## src/rtl/pcm_duo_pkg.sv

```systemverilog
package pcm_duo_pkg;

  localparam int unsigned PCM_W = 8;

  typedef enum logic {
    LAW_MU = 1'b0,
    LAW_A  = 1'b1
  } law_e;

  // Alternate-bit mask: every bit at an even position from the LSB.
  function automatic logic [PCM_W-1:0] alt_mask();
    logic [PCM_W-1:0] m;
    for (int i = 0; i < PCM_W; i++) m[i] = ((i % 2) == 0);
    return m;
  endfunction

endpackage

```

## src/rtl/pcm_law_map.sv

```systemverilog
module pcm_law_map
  import pcm_duo_pkg::*;
#(
  parameter int unsigned W = PCM_W
) (
  input  logic [W-1:0] char_in,
  input  law_e         law,
  output logic [W-1:0] char_out
);

  localparam logic [W-1:0] MASK = W'(alt_mask());

  always_comb begin
    if (law == LAW_A) char_out = char_in ^ MASK;
    else              char_out = char_in;
  end

endmodule

```

## src/rtl/pcm_frame_ctl.sv

```systemverilog
module pcm_frame_ctl #(
  parameter int unsigned W = 8
) (
  input  logic clk,
  input  logic rst_n,
  input  logic fsync,
  input  logic pwr_down,
  input  logic serial_mode,
  output logic load,
  output logic shift,
  output logic active,
  output logic serial_q
);

  localparam int unsigned CNT_W = $clog2(2 * W);
  localparam logic [CNT_W-1:0] LAST_PAR = CNT_W'(W - 1);
  localparam logic [CNT_W-1:0] LAST_SER = CNT_W'(2 * W - 1);

  logic             fs_q, fs_d;
  logic             act_q, act_d;
  logic             ser_q, ser_d;
  logic [CNT_W-1:0] cnt_q, cnt_d;
  logic [CNT_W-1:0] last;
  logic             start;

  assign start = fsync & ~fs_q & ~pwr_down;
  assign last  = ser_q ? LAST_SER : LAST_PAR;

  always_comb begin
    fs_d  = fsync;
    act_d = act_q;
    ser_d = ser_q;
    cnt_d = cnt_q;
    if (start) begin
      act_d = 1'b1;
      ser_d = serial_mode;
      cnt_d = '0;
    end else if (act_q) begin
      if (pwr_down || cnt_q == last) begin
        act_d = 1'b0;
      end else begin
        cnt_d = cnt_q + 1'b1;
      end
    end
  end

  always_ff @(posedge clk or negedge rst_n) begin
    if (!rst_n) begin
      fs_q  <= 1'b0;
      act_q <= 1'b0;
      ser_q <= 1'b0;
      cnt_q <= '0;
    end else begin
      fs_q  <= fs_d;
      act_q <= act_d;
      ser_q <= ser_d;
      cnt_q <= cnt_d;
    end
  end

  assign load     = start;
  assign shift    = act_q & ~start;
  assign active   = act_q;
  assign serial_q = ser_q;

  // a detected strobe opens a slot at bit index zero
  p_start_opens_r2: assert property (@(posedge clk) disable iff (!rst_n)
    start |=> (act_q && cnt_q == '0));
  // the bit counter never runs past the slot length
  p_slot_bound_r3: assert property (@(posedge clk) disable iff (!rst_n)
    act_q |-> (cnt_q <= last));
  // power-down ends any frame on the next edge
  p_pd_abort_r4: assert property (@(posedge clk) disable iff (!rst_n)
    pwr_down |=> !act_q);

endmodule

```

## src/rtl/pcm_shift_pair.sv

```systemverilog
module pcm_shift_pair #(
  parameter int unsigned W = 8
) (
  input  logic         clk,
  input  logic         rst_n,
  input  logic         load,
  input  logic         shift,
  input  logic [W-1:0] word_a,
  input  logic [W-1:0] word_b,
  output logic         msb_a,
  output logic         msb_b
);

  logic [W-1:0] sa_q, sa_d;
  logic [W-1:0] sb_q, sb_d;

  // Register a is fed from register b, so in serial mode channel 2
  // follows channel 1 on pin a without any extra multiplexing.
  always_comb begin
    sa_d = sa_q;
    sb_d = sb_q;
    if (load) begin
      sa_d = word_a;
      sb_d = word_b;
    end else if (shift) begin
      sa_d = {sa_q[W-2:0], sb_q[W-1]};
      sb_d = {sb_q[W-2:0], 1'b1};
    end
  end

  always_ff @(posedge clk or negedge rst_n) begin
    if (!rst_n) begin
      sa_q <= '1;
      sb_q <= '1;
    end else begin
      sa_q <= sa_d;
      sb_q <= sb_d;
    end
  end

  assign msb_a = sa_q[W-1];
  assign msb_b = sb_q[W-1];

  // a loaded character presents its MSB on the next cycle
  p_load_msb_r3: assert property (@(posedge clk) disable iff (!rst_n)
    load |=> (msb_a == $past(word_a[W-1])));

endmodule

```

## src/rtl/pcm_duo_tx.sv

```systemverilog
module pcm_duo_tx
  import pcm_duo_pkg::*;
#(
  parameter int unsigned WORD_W = PCM_W
) (
  input  logic              clk,
  input  logic              rst_n,
  input  logic              fsync,
  input  logic [WORD_W-1:0] ch_a_word,
  input  logic [WORD_W-1:0] ch_b_word,
  input  logic              serial_mode,
  input  logic              alaw_sel,
  input  logic              pwr_down,
  output logic              dout_a,
  output logic              dout_a_oe,
  output logic              dout_b,
  output logic              dout_b_oe
);

  localparam int unsigned NCH = 2;

  // Asynchronous assert, synchronous release.
  logic [1:0] rst_sync_q;
  logic       rst_int_n;

  always_ff @(posedge clk or negedge rst_n) begin
    if (!rst_n) rst_sync_q <= 2'b00;
    else        rst_sync_q <= {rst_sync_q[0], 1'b1};
  end
  assign rst_int_n = rst_sync_q[1];

  logic [WORD_W-1:0] raw_w [NCH];
  logic [WORD_W-1:0] enc_w [NCH];
  law_e              law;

  assign raw_w[0] = ch_a_word;
  assign raw_w[1] = ch_b_word;
  assign law      = law_e'(alaw_sel);

  for (genvar g = 0; g < NCH; g++) begin : g_law
    pcm_law_map #(.W(WORD_W)) u_map (
      .char_in (raw_w[g]),
      .law     (law),
      .char_out(enc_w[g])
    );
  end

  logic load, shift, active, serial_q;

  pcm_frame_ctl #(.W(WORD_W)) u_ctl (
    .clk        (clk),
    .rst_n      (rst_int_n),
    .fsync      (fsync),
    .pwr_down   (pwr_down),
    .serial_mode(serial_mode),
    .load       (load),
    .shift      (shift),
    .active     (active),
    .serial_q   (serial_q)
  );

  logic msb_a, msb_b;

  pcm_shift_pair #(.W(WORD_W)) u_shift (
    .clk   (clk),
    .rst_n (rst_int_n),
    .load  (load),
    .shift (shift),
    .word_a(enc_w[0]),
    .word_b(enc_w[1]),
    .msb_a (msb_a),
    .msb_b (msb_b)
  );

  logic slot_a, slot_b;

  assign slot_a    = active & ~pwr_down;
  assign slot_b    = active & ~serial_q & ~pwr_down;
  assign dout_a    = slot_a ? msb_a : 1'b1;
  assign dout_b    = slot_b ? msb_b : 1'b1;
  assign dout_a_oe = slot_a & ~msb_a;
  assign dout_b_oe = slot_b & ~msb_b;

  // power-down releases both pins
  p_pd_quiet_r4: assert property (@(posedge clk) disable iff (!rst_int_n)
    pwr_down |-> (!dout_a_oe && !dout_b_oe));
  // in serial mode pin b is never pulled
  p_serial_b_idle_r6: assert property (@(posedge clk) disable iff (!rst_int_n)
    serial_q |-> !dout_b_oe);
  // a pin is pulled only while it carries a zero
  p_od_zero_r9: assert property (@(posedge clk) disable iff (!rst_int_n)
    (dout_a_oe |-> !dout_a) and (dout_b_oe |-> !dout_b));
  // outside a frame both pins float
  p_idle_float_r9: assert property (@(posedge clk) disable iff (!rst_int_n)
    !active |-> (dout_a && dout_b && !dout_a_oe && !dout_b_oe));

endmodule

```

## config.mk

```make
export PLATFORM = sky130hd
export DESIGN_NAME = pcm_duo_tx
export DESIGN_NICKNAME = d
export VERILOG_FILES = /design/src/rtl/pcm_duo_pkg.sv /design/src/rtl/pcm_law_map.sv /design/src/rtl/pcm_frame_ctl.sv /design/src/rtl/pcm_shift_pair.sv /design/src/rtl/pcm_duo_tx.sv
export SDC_FILE = /design/constraint.sdc
export NUM_CORES = 1
export LEC_CHECK = 0
export BUFFER_PORTS_ARGS = -buffer_cell sky130_fd_sc_hd__buf_2
export CAP_MARGIN = 20
export CORE_MARGIN = 2
export CORE_UTILIZATION = 53
export DETAILED_ROUTE_END_ITERATION = 7
export PLACE_DENSITY = 0.78
export SYNTH_ARGS = -nofsm -noshare
export SYNTH_HDL_FRONTEND = slang
export SYNTH_SLANG_ARGS = --single-unit
```

## constraint.sdc

```tcl
create_clock -name clk -period 1.2 [get_ports clk]
set_input_delay 0.06 -clock clk [delete_from_list [all_inputs] [get_ports clk]]
set_output_delay 0.06 -clock clk [all_outputs]
set_load 0.1 [all_outputs]
```

==> results.txt, run 1 <==
Syn Nets: 141
Cell variety after synth: 30
GP Congestion: 0.784
Largest net degree at the start of global routing: 24
Synth Flop Type: dfstp_2
Post-synth top cells: nand2_1, dfstp_2, mux2i_1, o21ai_0, dfrtp_1
Site row count: 17
Most common cell in the synthesized netlist: nand2_1
Synth area leaders: dfstp_2, dfrtp_1, mux2i_1
Synth Instances: 118
# port buffers: 25
Worst End Pin Type: top-level output
DP Cell Count: 176
Mapped cell area: 1270 µm²
Number of synthesized flops with an enable pin: 0
CTS Buffer Depth: 2
Post-DP HPWL: 1820 µm
I/O pin count: 26
Placed cell areas: 1580 µm²
H-tree levels: 1
Outcome: stopped before the end
Run Error: [ERROR DPL-0038] Utilization greater than 100%, impossible to legalize
Die H: 52.9 µm
Buffer type at the clock tree root: clkbuf_4
Worst setup endpoint GRT: dout_b_oe
CTS Buf Count: 3
Exit stage: 5_1_grt
Async SR Flop Fraction: 100%
Synth Register Bits: 25
Yosys top cell area share: 33.2%
Synth area leader: dfstp_2
Starting Density: 56.8%
Die width: 52.9 µm
Synth warn: 0
Avg Synthesized Cell Area: 10.7 µm²
Total clock sinks: 25
Sequential element share of the synthesized area: 50.9%
[metrics by stage]
stage,setup slack [ns],utilization (%)
2_1_floorplan,-0.462,-
3_3_place_gp,-0.0584,70.6
3_5_place_dp,-0.103,70.6
4_1_cts,-0.262,90.1
[kinds of logic after synthesis]
logic type / synth area share [%]
AO/OA/AOI/OAI: 8.98
AND/OR/NAND/NOR: 12.8
adder cells (fa/ha/maj): 0.987
flip-flops: 50.9
buffers and inverters: 4.24
other: 0.296
multiplexers: 14.8
XOR/XNOR: 6.91
[repair_timing]
item | 4_1_cts
resized for setup | 24
gates cloned | 3
setup endpoints to repair | 20
hold buffers | 17
setup buffers | 8
pin swaps | 7
endpoints found under the hold margin | 18
==> run 2, diff against run 1 <==
--- a/config.mk
+++ b/config.mk
@@ -7,10 +7,10 @@
 export LEC_CHECK = 0
 export BUFFER_PORTS_ARGS = -buffer_cell sky130_fd_sc_hd__buf_2
 export CAP_MARGIN = 20
-export CORE_MARGIN = 2
-export CORE_UTILIZATION = 53
+export CORE_AREA = 2 2 63 65
 export DETAILED_ROUTE_END_ITERATION = 7
-export PLACE_DENSITY = 0.78
+export DIE_AREA = 0 0 65 67
+export PLACE_DENSITY_LB_ADDON = 0.15
 export SYNTH_ARGS = -nofsm -noshare
 export SYNTH_HDL_FRONTEND = slang
 export SYNTH_SLANG_ARGS = --single-unit
==> run 2 against run 1 <==
The flow now finishes, with violations (setup timing). Synthesized cell count did not move. Area after synthesis did not move.
==> results.txt, run 2 <==
Outcome: complete, but fails checks
Violated checks: setup timing
Fillers: 329
CP required: 1.14 ns
Placed cell areas: 1600 µm² (+1.6%)
Site row count: 22 (+5)
Clock Power Share: 18.8%
Die H: 67 µm (+27%)
Largest net degree at the start of global routing: 24
Setup crit end kind: output port
Tot Pwr: 2.61 mW
Final WS setup: -0.232 ns
Pint: 1.84 mW
Most common cell after layout, fill and taps aside: buf_2
Most common cell in the synthesized netlist: nand2_1
Maximum vdd ir drop: 0.615 mV
CTS Buffer Depth: 2 (unchanged)
Multi-input logic area: 659 µm²
WP buf/inv: 2
LEAKAGE: 0.773 nW
Commonest cells after routing, fill and taps aside: buf_2, nand2_1, dfstp_2
Clk_lat worst skew: 0.26 ns
Drt drc: 0
Min Tclk post-route: 1.43 ns
Largest regs: u_shift.sa_q (8), u_shift.sb_q (8), u_ctl.cnt_q (4)
Die width: 65 µm (+23%)
Slowest CP cell: dfrtp_2
Initial DRT Pass Iterations: 4
Buffer type at the clock tree root: clkbuf_8
Synth Flop Type: dfstp_2
Critical-path cell list: or3_4 > clkinvlp_4 > buf_12
Crit Path Category: register to output port
GRT Total Usage: 12.9%
Flop pwr share: 51.4%
Power per standard cell area: 1420 nW/µm²
Synth warn: 0 (unchanged)
Synth area leader: dfstp_2
Register Area: 648 µm²
# port buffers: 25 (unchanged)
Starting Density: 35.1% (-22 points)
DR vias/cell: 4.60
H-tree levels: 1 (unchanged)
CP delay by family, top: flip-flops
Fin. Hold Viols: 0
Final wirelength: 2540 µm
Wire length of the first global-routing pass: 4280 µm
I/O pin count: 26 (unchanged)
Combinational share of power: 29.8%
Number of synthesized flops with an enable pin: 0 (unchanged)
Total clock sinks: 25 (unchanged)
Switch Pwr: 0.770 mW
Worst-path clk slew: 0.08 ns
Crit share post-route: 119%
Cell variety after synth: 30 (unchanged)
Vias: 971
Starting DRT DRC Count: 46
Fmax: 0.699 GHz
Routed Antenna Nets: 0
RSZ-0062 raised after global routing: yes
Fin Clk Skew: 0.00249 ns
Avg Synthesized Cell Area: 10.7 µm² (unchanged)
CTS tree: done
Post-DP HPWL: 1820 µm (about the same)
CORE AREA: 3610 µm²
Yosys top cell area share: 33.2% (unchanged)
Final-stage net count: 187
Sw Share: 29.5%
CTS Buf Count: 3 (unchanged)
Synth Instances: 118 (unchanged)
N_diodes: 0
GP Congestion: 0.828 (+5.7%)
Post-synth top cells: nand2_1, dfstp_2, mux2i_1, o21ai_0, dfrtp_1
Syn Nets: 141 (unchanged)
Synthesis-to-finish area growth: 44.5%
Max-slew violations: 0
Die area: 4360 µm²
Number of global-route vias before repair: 1007
Worst endpoint data arrival time: 1.37 ns
Initial antenna violation count: 0
GRT overflow: 0
Routed len/inst: 12.0 µm
Mapped cell area: 1270 µm² (unchanged)
CP max FO: 4
Synth area leaders: dfstp_2, dfrtp_1, mux2i_1
Async SR Flop Fraction: 100% (unchanged)
Max Cap Viol: 0
Finished Cell Area: 1830 µm²
Max stage delay on crit path: 0.45 ns
Final Setup Violations: 7
Share of layout cells above drive strength 1: 49.7%
Sequential element share of the synthesized area: 50.9% (unchanged)
Critical Path Start Type: register
Synth Register Bits: 25 (unchanged)
Hold Path Class: primary input to register
## run 2: cell counts after synthesis
No cell type changed its count.
## run 2: worst paths after layout
kind	from	slack, ns	depth (start not counted)	endpoint
max in group asynchronous	rst_sync_q[1]	0.71	1	u_shift.sa_q[7]
worst max-delay path	u_ctl.serial_q	-0.23	3	dout_b_oe
min in group asynchronous	rst_n	0.09	2	rst_sync_q[1]
worst max register to register	u_ctl.cnt_q[1]	-0.10	4	u_ctl.cnt_q[3]
worst min register to register	rst_sync_q[1]	0.22	1	u_ctl.cnt_q[1]
worst min-delay path	ch_a_word[7]	0.01	3	u_shift.sa_q[7]
## run 2: area by class of cell
cell class | instances | share of cell area [%]
Sequential cell | 25 | 35.4
Tap cell | 48 | 3.28
Multi-Input combinational cell | 84 | 36.0
Inverter | 2 | 0.615
Clock inverter | 1 | 0.273
Clock buffer | 3 | 2.25
Timing Repair Buffer | 48 | 22.2
## run 2: repair_timing
action | 4_1_cts | 5_1_grt
hold buffers | 7 | 0
gates resized for setup | 7 | 13
setup buffers | 4 | 0
hold endpoints to repair | 8 | 0
pin swaps | 4 | 8
setup endpoints to repair | 12 | 19
## run 2: cells by family after synthesis
logic type / synth area share, %
and+or+nand+nor: 12.8
DFF: 50.9
AOI/OAI and AO/OA: 8.98
muxes: 14.8
xor gates and xnor gates: 6.91
buffers and inverters: 4.24
adders and majority gates: 0.987
other: 0.296
## run 2: metrics by stage
step                setup TNS [ns]  util (%)  hold WS, ns  instances  worst slack [ns]
floorplan                   -0.840         -       -0.236        118            -0.462
global placement            -0.155      44.4       -0.155        196           -0.0483
detailed placement          -0.211      44.4       -0.152        196           -0.0731
CTS                          -1.16      49.2      0.00186        211            -0.245
global route                 -1.40      50.8       0.0116        211            -0.279
finish                      -0.978      50.8      0.00990        211            -0.232
## run 2: worst min-delay path: cells and delay by family
| kind | cells | cell delay, ns |
|---|---|---|
| buf+inv | 1 | 0.10 |
| simple gates | 1 | 0.04 |
| compound gates | 1 | 0.07 |
## run 2: per-layer routing
layer  vias to the layer above  track usage [%]  routed length [µm]
met4                         0             6.38                  27
met1                       450             15.5                1150
met5                         -                0                   0
li1                        490                -                   -
met3                         4             2.03                 101
met2                        27             22.6                1250
## run 2: power by group through the flow
| stage | Combinational (mW) | Clock (mW) | Sequential [mW] |
|---|---|---|---|
| after global placement | 0.658 | 0 | 1.33 |
| after global routing | 0.845 | 0.561 | 1.37 |
| after detailed placement | 0.677 | 0 | 1.33 |
| final | 0.777 | 0.489 | 1.34 |
| after CTS | 0.725 | 0.519 | 1.32 |
| after floorplan | 0.423 | 0 | 1.31 |
(Power assumes the default switching activity.)
==> run 3, diff against run 2 <==
--- a/config.mk
+++ b/config.mk
@@ -11,6 +11,7 @@
 export DETAILED_ROUTE_END_ITERATION = 7
 export DIE_AREA = 0 0 65 67
 export PLACE_DENSITY_LB_ADDON = 0.15
+export SKIP_LAST_GASP = 1
 export SYNTH_ARGS = -nofsm -noshare
 export SYNTH_HDL_FRONTEND = slang
 export SYNTH_SLANG_ARGS = --single-unit
==> run 3 against run 2 <==
The run still ends with setup timing left. Maximum frequency increased by 0.15%. Non-clock buffer count unchanged. Final area decreased by 0.48%. Final cell count unchanged. Via count decreased by 1.3%. Global-route usage unchanged. Sequential share of layout area increased by 0.17 points. Die area unchanged. Worst hold slack about the same. Flip-flop and latch count unchanged.
==> results.txt, run 3 (synthesis gave the netlist of run 2 again) <==
CTS tree: done
# port buffers: 25 (unchanged)
CORE AREA: 3610 µm² (unchanged)
Die width: 65 µm (unchanged)
Routed len/inst: 11.9 µm (-1.1%)
Routed Antenna Nets: 0 (unchanged)
Share of layout cells above drive strength 1: 49.1% (-0.61 points)
Die H: 67 µm (unchanged)
GRT overflow: 0 (unchanged)
GP Congestion: 0.828 (unchanged)
Fin Clk Skew: 0.00236 ns (-0.000125 ns)
Crit Path Category: register to output port
Most common cell after layout, fill and taps aside: buf_2
LEAKAGE: 0.771 nW (-0.27%)
Worst-path clk slew: 0.08 ns (about the same)
Starting Density: 35.1% (unchanged)
GRT Total Usage: 12.9% (unchanged)
Pint: 1.83 mW (-0.11%)
Max stage delay on crit path: 0.45 ns (about the same)
Final Setup Violations: 7 (unchanged)
Wire length of the first global-routing pass: 4280 µm (unchanged)
RSZ-0062 raised after global routing: yes
Worst endpoint data arrival time: 1.37 ns (about the same)
Clk_lat worst skew: 0.26 ns (about the same)
Starting DRT DRC Count: 44 (-4.3%)
I/O pin count: 26 (unchanged)
Switch Pwr: 0.766 mW (-0.54%)
Slowest CP cell: dfrtp_2
Crit share post-route: 119% (-0.18 points)
DP Cell Count: 196 (unchanged)
CP required: 1.14 ns (about the same)
Vias: 958 (-1.3%)
Fin Setup TNS: -0.978 ns (+0.000437 ns)
Largest net degree at the start of global routing: 24 (unchanged)
Max Cap Viol: 0 (unchanged)
Drt drc: 0 (unchanged)
Synthesis-to-finish area growth: 43.8%
Critical-path cell list: or3_4 > clkinvlp_4 > buf_12
Clock Power Share: 18.8% (about the same)
H-tree levels: 1 (unchanged)
CP max FO: 4 (unchanged)
DR vias/cell: 4.54 (-1.3%)
Initial antenna violation count: 0 (unchanged)
CTS Buf Count: 3 (unchanged)
Max-slew violations: 0 (unchanged)
CTS Buffer Depth: 2 (unchanged)
Final WS setup: -0.229 ns (+0.00218 ns)
WP buf/inv: 2 (unchanged)
Final wirelength: 2510 µm (-1.1%)
CP delay by family, top: flip-flops
Maximum vdd ir drop: 0.615 mV (about the same)
Power per standard cell area: 1430 nW/µm² (+0.24%)
Fin. Hold Viols: 0 (unchanged)
Flop pwr share: 51.5% (about the same)
Combinational share of power: 29.7% (about the same)
WP depth: 3 (unchanged)
Die area: 4360 µm² (unchanged)
N_diodes: 0 (unchanged)
Violated checks: setup timing
Min Tclk post-route: 1.43 ns (-0.00218 ns)
Tot Pwr: 2.60 mW (-0.24%)
Outcome: complete, but fails checks
Sw Share: 29.4% (-0.088 points)
R2r worst-path depth: 4 (unchanged)
Number of global-route vias before repair: 1008 (+0.099%)
Total clock sinks: 25 (unchanged)
Setup crit end kind: output port
Critical Path Start Type: register
Final-stage net count: 187 (unchanged)
Commonest cells after routing, fill and taps aside: buf_2, nand2_1, dfstp_2
Placed cell areas: 1600 µm² (unchanged)
Site row count: 22 (unchanged)
Finished Cell Area: 1820 µm² (-0.48%)
Post-DP HPWL: 1820 µm (unchanged)
Hold path cells: 3 (unchanged)
Final Util: 50.6% (-0.24 points)
Hold Path Class: primary input to register
Fillers: 330 (+0.30%)
Layout Cells excl Fill: 211 (unchanged)
Initial DRT Pass Iterations: 4 (unchanged)
Largest regs: u_shift.sa_q (8), u_shift.sb_q (8), u_ctl.cnt_q (4)
Fmax: 0.700 GHz (+0.15%)
Buffer type at the clock tree root: clkbuf_8
[run 3: cell counts in the layout (fill, tap and decap cells not counted)]
No cell type changed its count.
[run 3: power by group through the flow]
stage | logic (mW) | registers [mW] | clock network, mW
after floorplan | 0.423 | 1.31 | 0
after detailed placement | 0.677 | 1.33 | 0
after global placement | 0.658 | 1.33 | 0
after global routing | 0.842 | 1.37 | 0.561
final | 0.773 | 1.34 | 0.489
after CTS | 0.725 | 1.32 | 0.519
[run 3: metal layers]
metal  share of wire (%)  GRT usage (%)  vias to the layer above
met5                   0              0                        -
met4                0.80           6.38                        0
met3                 3.4           2.03                        2
met2                  50           22.6                       21
met1                  46           15.5                      445
li1                    -              -                      490
[run 3: final timing paths]
| check | endpoint | slack, ns | from |
|---|---|---|---|
| max | dout_b_oe | -0.23 | u_ctl.serial_q |
| max in group asynchronous | u_shift.sa_q[7] | 0.71 | rst_sync_q[1] |
| min in group asynchronous | rst_sync_q[1] | 0.09 | rst_n |
| max reg2reg | u_ctl.cnt_q[3] | -0.10 | u_ctl.cnt_q[1] |
| min | u_shift.sa_q[7] | 0.01 | ch_a_word[7] |
| min reg2reg | u_ctl.cnt_q[1] | 0.22 | rst_sync_q[1] |
[run 3: what timing repair did]
item                                    4_1_cts  5_1_grt
gates resized for setup                       7       11
buffers inserted                              4        0
hold buffers                                  7        0
hold endpoints to repair                      8        0
pin swaps                                     4        8
endpoints found under the setup margin       12       19
[run 3: worst min-delay path, delay by kind of cell]
kind	cells	cell delay, ns
simple gates	1	0.04
buf+inv	1	0.10
compound gates	1	0.07
[run 3: layout make-up]
class	instances	area, µm²	share of cell area [%]
Clock buffer	3	41.3	2.26
Clock inverter	1	5.00	0.275
Tap cell	48	60.1	3.29
Sequential cell	25	648	35.6
Timing Repair Buffer	48	403	22.1
Inverter	2	11.3	0.618
Multi-Input combinational cell	84	654	35.9
[run 3: stage by stage]
step	setup WS (ns)	hold slack [ns]
finish	-0.229	0.00988
global route	-0.279	0.0116
CTS	-0.245	0.00186
detailed placement	-0.0731	-0.152
global placement	-0.0483	-0.155
floorplan	-0.462	-0.236
